`src/rtl/gt_pkg.sv`:
```
// Package for the keyed watchdog: slot indices, register offsets, key words
// and the key-sequence state type. Assumes an address bus of at least 7 bits.
package gt_pkg;
    localparam int NSLOT    = 5;
    // Slot index equals the bit position in the pending-status register.
    localparam int SL_CTRL  = 0;
    localparam int SL_CNT   = 1;
    localparam int SL_LOAD  = 2;
    localparam int SL_TRIG  = 3;
    localparam int SL_KEY   = 4;

    localparam logic [7:0] OFS_REV  = 8'h00;
    localparam logic [7:0] OFS_CTRL = 8'h24;
    localparam logic [7:0] OFS_CNT  = 8'h28;
    localparam logic [7:0] OFS_LOAD = 8'h2C;
    localparam logic [7:0] OFS_TRIG = 8'h30;
    localparam logic [7:0] OFS_PEND = 8'h34;
    localparam logic [7:0] OFS_KEY  = 8'h48;

    localparam logic [15:0] KEY_ON1  = 16'hBBBB;
    localparam logic [15:0] KEY_ON2  = 16'h4444;
    localparam logic [15:0] KEY_OFF1 = 16'hAAAA;
    localparam logic [15:0] KEY_OFF2 = 16'h5555;

    typedef enum logic [1:0] {
        KS_IDLE    = 2'd0,
        KS_ARM_ON  = 2'd1,
        KS_ARM_OFF = 2'd2
    } key_state_t;

    // Byte offset of each posted slot.
    function automatic logic [7:0] slot_ofs(input int idx);
        case (idx)
            SL_CTRL: return OFS_CTRL;
            SL_CNT:  return OFS_CNT;
            SL_LOAD: return OFS_LOAD;
            SL_TRIG: return OFS_TRIG;
            default: return OFS_KEY;
        endcase
    endfunction
endpackage

```
`src/rtl/gt_post.sv`:
```
// One posted-write slot. It holds the last written value and counts slow
// ticks down from POST_TICKS. The commit strobe fires on the tick edge where
// the count reaches zero. A new write restarts the count and replaces the value.
// Assumes POST_TICKS >= 1.
module gt_post #(
    parameter int DW         = 32,
    parameter int POST_TICKS = 2
) (
    input  logic          clk,
    input  logic          rst_n,
    input  logic          wr_hit,
    input  logic [DW-1:0] wdata,
    input  logic          tick,
    output logic [DW-1:0] hold,
    output logic          pending,
    output logic          commit
);
    localparam int CW = $clog2(POST_TICKS + 1);
    localparam logic [CW-1:0] START = CW'(POST_TICKS);
    localparam logic [CW-1:0] LAST  = CW'(1);

    logic [CW-1:0] left_q;
    logic [DW-1:0] hold_q;

    // Capture a write and count down the ticks until it takes effect.
    always_ff @(posedge clk) begin
        if (!rst_n) begin
            left_q <= '0;
            hold_q <= '0;
        end else if (wr_hit) begin
            left_q <= START;
            hold_q <= wdata;
        end else if (tick && left_q != '0) begin
            left_q <= left_q - LAST;
        end
    end

    assign hold    = hold_q;
    assign pending = (left_q != '0);
    assign commit  = tick && !wr_hit && (left_q == LAST);

    a_r3_pending_set: assert property (@(posedge clk) disable iff (!rst_n)
        wr_hit |=> pending);
    a_r3_commit_clears: assert property (@(posedge clk) disable iff (!rst_n)
        commit |=> !pending);
    a_r3_value_held: assert property (@(posedge clk) disable iff (!rst_n)
        !wr_hit |=> $stable(hold));
endmodule

```
`src/rtl/gt_keylock.sv`:
```
// Key-sequence lock for the run state. It watches values as they take
// effect in the key slot. A first word arms the lock, and only the matching
// second word on the next commit changes the run state. Any other second word
// disarms the lock. Assumes DW >= 16; the upper bits must be zero to match.
module gt_keylock
    import gt_pkg::*;
#(
    parameter int DW = 32
) (
    input  logic          clk,
    input  logic          rst_n,
    input  logic          commit,
    input  logic [DW-1:0] key,
    output logic          running
);
    localparam logic [DW-1:0] W_ON1  = DW'(KEY_ON1);
    localparam logic [DW-1:0] W_ON2  = DW'(KEY_ON2);
    localparam logic [DW-1:0] W_OFF1 = DW'(KEY_OFF1);
    localparam logic [DW-1:0] W_OFF2 = DW'(KEY_OFF2);

    key_state_t state_q, state_d;
    logic       run_q, run_d;

    // Next-state decode for each committed key word.
    always_comb begin
        state_d = state_q;
        run_d   = run_q;
        if (commit) begin
            case (state_q)
                KS_ARM_ON: begin
                    if (key == W_ON2) run_d = 1'b1;
                    state_d = KS_IDLE;
                end
                KS_ARM_OFF: begin
                    if (key == W_OFF2) run_d = 1'b0;
                    state_d = KS_IDLE;
                end
                default: begin
                    if (key == W_ON1)       state_d = KS_ARM_ON;
                    else if (key == W_OFF1) state_d = KS_ARM_OFF;
                    else                    state_d = KS_IDLE;
                end
            endcase
        end
    end

    // State and run-flag registers.
    always_ff @(posedge clk) begin
        if (!rst_n) begin
            state_q <= KS_IDLE;
            run_q   <= 1'b0;
        end else begin
            state_q <= state_d;
            run_q   <= run_d;
        end
    end

    assign running = run_q;

    a_r4_start_needs_key: assert property (@(posedge clk) disable iff (!rst_n)
        $rose(running) |-> $past(commit && key == W_ON2 && state_q == KS_ARM_ON));
    a_r5_stop_needs_key: assert property (@(posedge clk) disable iff (!rst_n)
        $fell(running) |-> $past(commit && key == W_OFF2 && state_q == KS_ARM_OFF));
    a_r6_wrong_second: assert property (@(posedge clk) disable iff (!rst_n)
        (commit && state_q != KS_IDLE && key != W_ON2 && key != W_OFF2)
        |=> $stable(running) && state_q == KS_IDLE);
endmodule

```
`src/rtl/gt_count.sv`:
```
// Up-counter with prescaler and expiry detection. Priority per edge:
// trigger reload, then a direct counter write, then a step. The prescaler
// counts slow ticks only while running and is cleared while stopped.
// Expiry registers a one-cycle pulse on the edge after an all-ones step.
module gt_count #(
    parameter int DW     = 32,
    parameter int PSEL_W = 3
) (
    input  logic              clk,
    input  logic              rst_n,
    input  logic              tick,
    input  logic              running,
    input  logic              pre_en,
    input  logic [PSEL_W-1:0] pre_sel,
    input  logic              reload,
    input  logic [DW-1:0]     load_val,
    input  logic              cnt_wr,
    input  logic [DW-1:0]     cnt_val,
    output logic [DW-1:0]     count,
    output logic              expire
);
    localparam int PCW = (1 << PSEL_W) - 1;
    localparam logic [DW-1:0] TOP = '1;

    logic [PCW-1:0] pre_q;
    logic [PCW-1:0] pre_lim;
    logic           pre_hit;
    logic           step;
    logic [DW-1:0]  cnt_q;
    logic           exp_q;

    // Terminal prescaler value: 2^P - 1.
    always_comb begin
        pre_lim = ~({PCW{1'b1}} << pre_sel);
        pre_hit = (pre_q >= pre_lim);
        step    = running && tick && (!pre_en || pre_hit);
    end

    // Prescaler phase counter.
    always_ff @(posedge clk) begin
        if (!rst_n || !running) begin
            pre_q <= '0;
        end else if (tick) begin
            if (!pre_en || pre_hit) pre_q <= '0;
            else                    pre_q <= pre_q + 1'b1;
        end
    end

    // Main counter with reload/write/step priority.
    always_ff @(posedge clk) begin
        if (!rst_n) begin
            cnt_q <= '0;
        end else if (reload) begin
            cnt_q <= load_val;
        end else if (cnt_wr) begin
            cnt_q <= cnt_val;
        end else if (step) begin
            cnt_q <= cnt_q + 1'b1;
        end
    end

    // Registered expiry pulse.
    always_ff @(posedge clk) begin
        if (!rst_n) exp_q <= 1'b0;
        else        exp_q <= step && !reload && !cnt_wr && (cnt_q == TOP);
    end

    assign count  = cnt_q;
    assign expire = exp_q;

    a_r11_wrap: assert property (@(posedge clk) disable iff (!rst_n)
        (step && !reload && !cnt_wr && count == TOP) |=> (count == '0) && expire);
    a_r11_one_cycle: assert property (@(posedge clk) disable iff (!rst_n)
        expire |=> !expire);
    a_r5_hold_stopped: assert property (@(posedge clk) disable iff (!rst_n)
        (!running && !reload && !cnt_wr) |=> $stable(count));
    a_r8_prescale_wait: assert property (@(posedge clk) disable iff (!rst_n)
        (pre_en && !pre_hit && !reload && !cnt_wr) |=> $stable(count));
    a_r12_reload_first: assert property (@(posedge clk) disable iff (!rst_n)
        reload |=> count == $past(load_val));
    a_r10_write_second: assert property (@(posedge clk) disable iff (!rst_n)
        (cnt_wr && !reload) |=> count == $past(cnt_val));
endmodule

```
`src/rtl/guard_timer.sv`:
```
// Keyed watchdog timer, top level. It decodes register writes into five
// posted slots, keeps the committed control, reload, trigger and key values,
// and drives the counter and key lock. It also serves a combinational read port.
// Assumes AW >= 7, DW >= 16, and that tick_en is synchronous to clk.
module guard_timer
    import gt_pkg::*;
#(
    parameter int DW         = 32,
    parameter int AW         = 8,
    parameter int POST_TICKS = 2,
    parameter int REV_MAJOR  = 3,
    parameter int REV_MINOR  = 1
) (
    input  logic          clk,
    input  logic          rst_n,
    input  logic          tick_en,
    input  logic          bus_wr,
    input  logic [AW-1:0] bus_addr,
    input  logic [DW-1:0] bus_wdata,
    output logic [DW-1:0] bus_rdata,
    output logic          wdt_rst
);
    localparam int PSEL_W = 3;
    localparam int CTRL_W = PSEL_W + 3;
    localparam int PRE_EN_BIT = CTRL_W - 1;
    localparam logic [DW-1:0] REV_WORD = DW'({4'(REV_MAJOR), 4'(REV_MINOR)});

    logic [NSLOT-1:0] hit;
    logic [NSLOT-1:0] pend;
    logic [NSLOT-1:0] cmt;
    logic [DW-1:0]    hold [NSLOT];

    logic [CTRL_W-1:0] ctrl_q;
    logic [DW-1:0]     load_q;
    logic [DW-1:0]     trig_q;
    logic [DW-1:0]     key_q;
    logic              running;
    logic              reload;
    logic [DW-1:0]     count;

    // One posted slot per writable register.
    for (genvar gi = 0; gi < NSLOT; gi++) begin : g_slot
        assign hit[gi] = bus_wr && (bus_addr == AW'(slot_ofs(gi)));
        gt_post #(.DW(DW), .POST_TICKS(POST_TICKS)) u_post (
            .clk    (clk),
            .rst_n  (rst_n),
            .wr_hit (hit[gi]),
            .wdata  (bus_wdata),
            .tick   (tick_en),
            .hold   (hold[gi]),
            .pending(pend[gi]),
            .commit (cmt[gi])
        );
    end

    assign reload = cmt[SL_TRIG] && (hold[SL_TRIG] != trig_q);

    // Committed copies of control, reload, trigger and key registers.
    always_ff @(posedge clk) begin
        if (!rst_n) begin
            ctrl_q <= '0;
            load_q <= '0;
            trig_q <= '0;
            key_q  <= '0;
        end else begin
            if (cmt[SL_CTRL]) ctrl_q <= hold[SL_CTRL][CTRL_W-1:0];
            if (cmt[SL_LOAD]) load_q <= hold[SL_LOAD];
            if (cmt[SL_TRIG]) trig_q <= hold[SL_TRIG];
            if (cmt[SL_KEY])  key_q  <= hold[SL_KEY];
        end
    end

    gt_keylock #(.DW(DW)) u_lock (
        .clk    (clk),
        .rst_n  (rst_n),
        .commit (cmt[SL_KEY]),
        .key    (hold[SL_KEY]),
        .running(running)
    );

    gt_count #(.DW(DW), .PSEL_W(PSEL_W)) u_count (
        .clk     (clk),
        .rst_n   (rst_n),
        .tick    (tick_en),
        .running (running),
        .pre_en  (ctrl_q[PRE_EN_BIT]),
        .pre_sel (ctrl_q[PRE_EN_BIT-1:2]),
        .reload  (reload),
        .load_val(load_q),
        .cnt_wr  (cmt[SL_CNT]),
        .cnt_val (hold[SL_CNT]),
        .count   (count),
        .expire  (wdt_rst)
    );

    // Read multiplexer over committed state.
    always_comb begin
        case (bus_addr)
            AW'(OFS_REV):  bus_rdata = REV_WORD;
            AW'(OFS_CTRL): bus_rdata = DW'(ctrl_q);
            AW'(OFS_CNT):  bus_rdata = count;
            AW'(OFS_LOAD): bus_rdata = load_q;
            AW'(OFS_TRIG): bus_rdata = trig_q;
            AW'(OFS_PEND): bus_rdata = DW'(pend);
            AW'(OFS_KEY):  bus_rdata = key_q;
            default:       bus_rdata = '0;
        endcase
    end

    a_r9_same_trigger: assert property (@(posedge clk) disable iff (!rst_n)
        (cmt[SL_TRIG] && hold[SL_TRIG] == trig_q && !cmt[SL_CNT] && !running)
        |=> $stable(count));
    a_r9_new_trigger: assert property (@(posedge clk) disable iff (!rst_n)
        (cmt[SL_TRIG] && hold[SL_TRIG] != trig_q) |=> count == $past(load_q));
    a_r3_pending_onehot_write: assert property (@(posedge clk) disable iff (!rst_n)
        $onehot0(hit));
endmodule

```
`config.mk`:
```
export PLATFORM = sky130hd
export DESIGN_NAME = guard_timer
export DESIGN_NICKNAME = d
export VERILOG_FILES = /design/src/rtl/gt_pkg.sv /design/src/rtl/gt_post.sv /design/src/rtl/gt_keylock.sv /design/src/rtl/gt_count.sv /design/src/rtl/guard_timer.sv
export SDC_FILE = /design/constraint.sdc
export NUM_CORES = 1
export LEC_CHECK = 0
export BUFFER_PORTS_ARGS = -buffer_cell sky130_fd_sc_hd__buf_4
export CAP_MARGIN = 20
export CORE_ASPECT_RATIO = 0.7
export CORE_MARGIN = 3
export CORE_UTILIZATION = 35
export CTS_CLUSTER_SIZE = 12
export DETAILED_ROUTE_END_ITERATION = 6
export PLACE_DENSITY_LB_ADDON = 0.25
export SYNTH_ARGS = -nofsm -noshare
export SYNTH_HDL_FRONTEND = slang
export SYNTH_SLANG_ARGS = --single-unit
```
`constraint.sdc`:
```
create_clock -name clk -period 3 [get_ports clk]
set_input_delay 0.45 -clock clk [delete_from_list [all_inputs] [get_ports clk]]
set_output_delay 0.45 -clock clk [all_outputs]
set_load 0.01 [all_outputs]
```
==> summary.txt <==
Clock network
  – Root buf cell: clkbuf_16
  – Worst skew pair latency: 0.57 ns
  – CTS tree: built
  – Cts bufs inserted: 31
  – Reg clk slew, reported paths: 0.06 ns
  – CTS Sinks: 289
  – Clock buffer depth: 3
  – H-tree levels: 1

STA
  – Max Clock Freq: 351 MHz
  – Clk_skew: 0.0144 ns
  – # setup viols final: 0
  – Relative slew slack: 0.533
  – Final worst slack: 0.149 ns
  – Hold_ws: 0.158 ns
  – Final hold violations: 0
  – Final period utilization: 0.950
  – RSZ-0062 raised after global routing: no
  – Setup TNS: 0 ns
  – Post-layout minimum cycle time: 2.85 ns
  – Slew Limit Fails: 0
  – Worst Max-Slew Pin Slew: 0.694 ns

Yosys
  – Adder-cell share of the synthesized area: 0.0201
  – Syn nets: 1749
  – Top-area cell type share of the netlist area: 0.442
  – Compound-Gate Fraction of Synth Area: 0.171
  – Largest family of logic cells by synthesized area: simple AND/OR/NAND/NOR gates
  – Synth async-reset ratio: 0
  – Synth Flop Type: dfxtp_1
  – FF+latch count, synth: 289
  – Post-synthesis mux area share: 0.0162
  – Post-Synth Simple-Gate Area: 0.256
  – Cell taking the most area after synthesis: dfxtp_1
  – Post-Syn Instances: 1684
  – Top post-synthesis cells by count: nand2_1 (557), dfxtp_1 (289), a21oi_1 (239)
  – Count leader, synth: nand2_1
  – Most area-consuming cells after synthesis: dfxtp_1 (44%), nand2_1 (16%), a21oi_1 (9.1%)
  – Distinct cells, synth: 59
  – Synth Cell Area: 13100 um^2
  – Seq/Total Area, Yosys: 0.442
  – Mean post-synth cell area: 7.77 um^2
  – XOR/XNOR share of the synthesized area: 0.0489
  – Synth warn: 0
  – EDFF count, synth: 0

Setup path
  – CP Class: reg -> reg
  – Crit path required time: 3.47 ns
  – Critical path data arrival time: 3.32 ns
  – Startpoint types: flip-flop
  – R2R Path End: u_count.count[17]
  – R2r setup slk: 0.15 ns
  – Worst-path maximum fanout: 9
  – FF-to-FF path depth: 9
  – Worst-path cell chain: nand3_1 > ha_1 > and3_1 > a221o_1 > a31o_2 > a31o_1 > or2_1 > buf_4 > a311oi_1
  – Critical Path Max Stage Delay: 0.44 ns
  – Slowest cell on crit path: dfxtp_1
  – RR Startpoint: ctrl_q[2]
  – Endpoint type of the worst setup path: flip-flop

Detailed routing
  – Drt first-iter violations: 1435
  – Total number of vias: 12300
  – DRC viols: 0
  – DR vias/cell: 5.54
  – Total wire length: 46.2 mm
  – DRT Pass-1 Iters: 7
  – Final ANT Viol Nets: 0
  – Routed len/inst: 20.9 um

GRT
  – First-pass GRT wire length: 70.4 mm
  – Vias in the first global route: 11400
  – Initial antenna violation count: 0
  – GRT Overall Usage: 0.227
  – Largest net degree at the start of global routing: 98
  – Total global routing overflow: 0

Layout
  – Area grow syn2layout: 16.1%
  – N_diodes: 0
  – Fin cells: 2212
  – Share of cells above drive strength 1: 0.112
  – Post-layout net count: 1777

Die
  – Die Y: 168 um
  – DIE AREA: 39800 um^2
  – Die width: 237 um
  – I/O pin total: 77
  – Initial Utilization: 0.360
  – Core region area: 36400 um^2
  – Num rows: 58

Job
  – Max Cap Viol: 0

Pwr
  – Clock power share: 0.451
  – Power per cell area: 552 nW/um^2
  – P_leak: 5.27 nW
  – Power, Total: 0.00838 W
  – Switching Fraction: 0.246
  – Sw power: 0.00206 W
  – Internal: 0.00632 W
  – VDD IR-drop max: 0.352 mV
  – Combinational share of power: 0.076
  – Flop pwr share: 0.472

Min path
  – Worst Hold Launch: bus_wdata[30]
  – Hold Path End: g_slot[4].u_post.hold[30]
  – Hold Path Class: in -> reg
  – Hold Crit Depth: 3

Placed design
  – HPWL Detailed: 31.8 mm
  – Routability cong.: 0.888
  – Pre-CTS setup slack: 0.122 ns
  – Number of port buffers: 76
  – Inst Count DP: 2159

Run status
  – Status: finished, final reports clean
-- cell usage in the layout (no fill, tap or decap), drive strengths merged, types with 9 or more instances in the layout --
cell	Yosys	routed
nand4	29	29
o21ai	16	16
inv	18	20
and3	14	14
nand3	25	25
mux2i	20	20
nor3	39	39
xor2	28	28
clkbuf	97	47
nand2	557	557
ha	21	21
nor4	9	9
xnor2	45	45
a211o	30	30
a311oi	29	29
a21oi	240	240
dfxtp	289	289
a222oi	26	26
buf	31	123
nor2	64	64
-- sequential cells by signal (all words and copies together), names as in the netlist --
name	count
load_q	32
u_count.count	32
ctrl_q	6
g_slot.u_post.hold	134
u_lock.state_q	2
u_lock.running	1
u_count.pre_q	7
trig_q	32
u_count.expire	1
key_q	32
g_slot.u_post.left_q	10
-- stage by stage --
step,instance area [um^2],util
after floorplan,13100,-
after global placement,14200,0.390
after detailed placement,14200,0.390
after CTS,15200,0.418
after global routing,15200,0.418
final,15200,0.418
-- worst max-delay path by stage --
stage,startpoint,to,slack (ns),depth (start not counted)
3_3_place_gp,bus_addr[6],bus_rdata[15],0.14,9
6_report,ctrl_q[2],u_count.count[17],0.15,9
3_5_place_dp,ctrl_q[4],u_count.count[13],0.12,9
4_1_cts,bus_addr[6],bus_rdata[26],0.11,9
5_1_grt,ctrl_q[2],u_count.count[15],0.07,9
2_1_floorplan,ctrl_q[4],u_count.count[29],0.41,11
-- worst max-delay path, delay by kind of cell (launching register included) --
kind / cells / cell delay, ns
AND/OR/NAND/NOR: 3 / 0.71
AO/OA/AOI/OAI: 4 / 1.02
adder cells (fa/ha/maj): 1 / 0.30
flip-flops: 1 / 0.44
buffers and inverters: 1 / 0.27
-- kinds of logic (layout without fill, tap and decap cells) --
kind of cell | Yosys count | count (layout)
AO/OA/AOI/OAI | 359 | 359
flip-flops | 289 | 289
adder cells (fa/ha/maj) | 21 | 21
XOR/XNOR | 73 | 73
AND/OR/NAND/NOR | 775 | 775
buffers and inverters | 146 | 194
multiplexers | 21 | 21
-- power by group through the flow --
stage | clock [W] | sequential (W) | combinational, W
2_1_floorplan | 0 | 0.00402 | 0.000403
3_3_place_gp | 0 | 0.00404 | 0.000623
3_5_place_dp | 0 | 0.00404 | 0.000635
4_1_cts | 0.00385 | 0.00396 | 0.000637
5_1_grt | 0.00400 | 0.00397 | 0.000696
6_report | 0.00378 | 0.00396 | 0.000640
-- routing by layer --
| layer | part of all wire | GRT usage | vias to the layer above |
|---|---|---|---|
| met3 | 0.091 | 0.0520 | 82 |
| met4 | 0.025 | 0.0599 | 0 |
| li1 | - | - | 5809 |
| met1 | 0.47 | 0.341 | 5880 |
| met2 | 0.41 | 0.322 | 487 |
| met5 | 0 | 0 | - |
-- area by class of cell --
class / count / area (um^2)
fill: 3679 / 21200
clock buffer: 47 / 926
inverter: 18 / 75.1
tap: 480 / 601
sequential: 289 / 5790
timing repair buffer: 123 / 1010
clock inverter: 6 / 65.1
multi-input combinational: 1249 / 6730
-- repair_timing --
action	in CTS	in global routing
buffers inserted	0	0
endpoints found under the hold margin	0	0
hold buffers	0	0
gates resized for setup	0	3
endpoints found under the setup margin	0	15
Power figures use the tool's default switching activity.
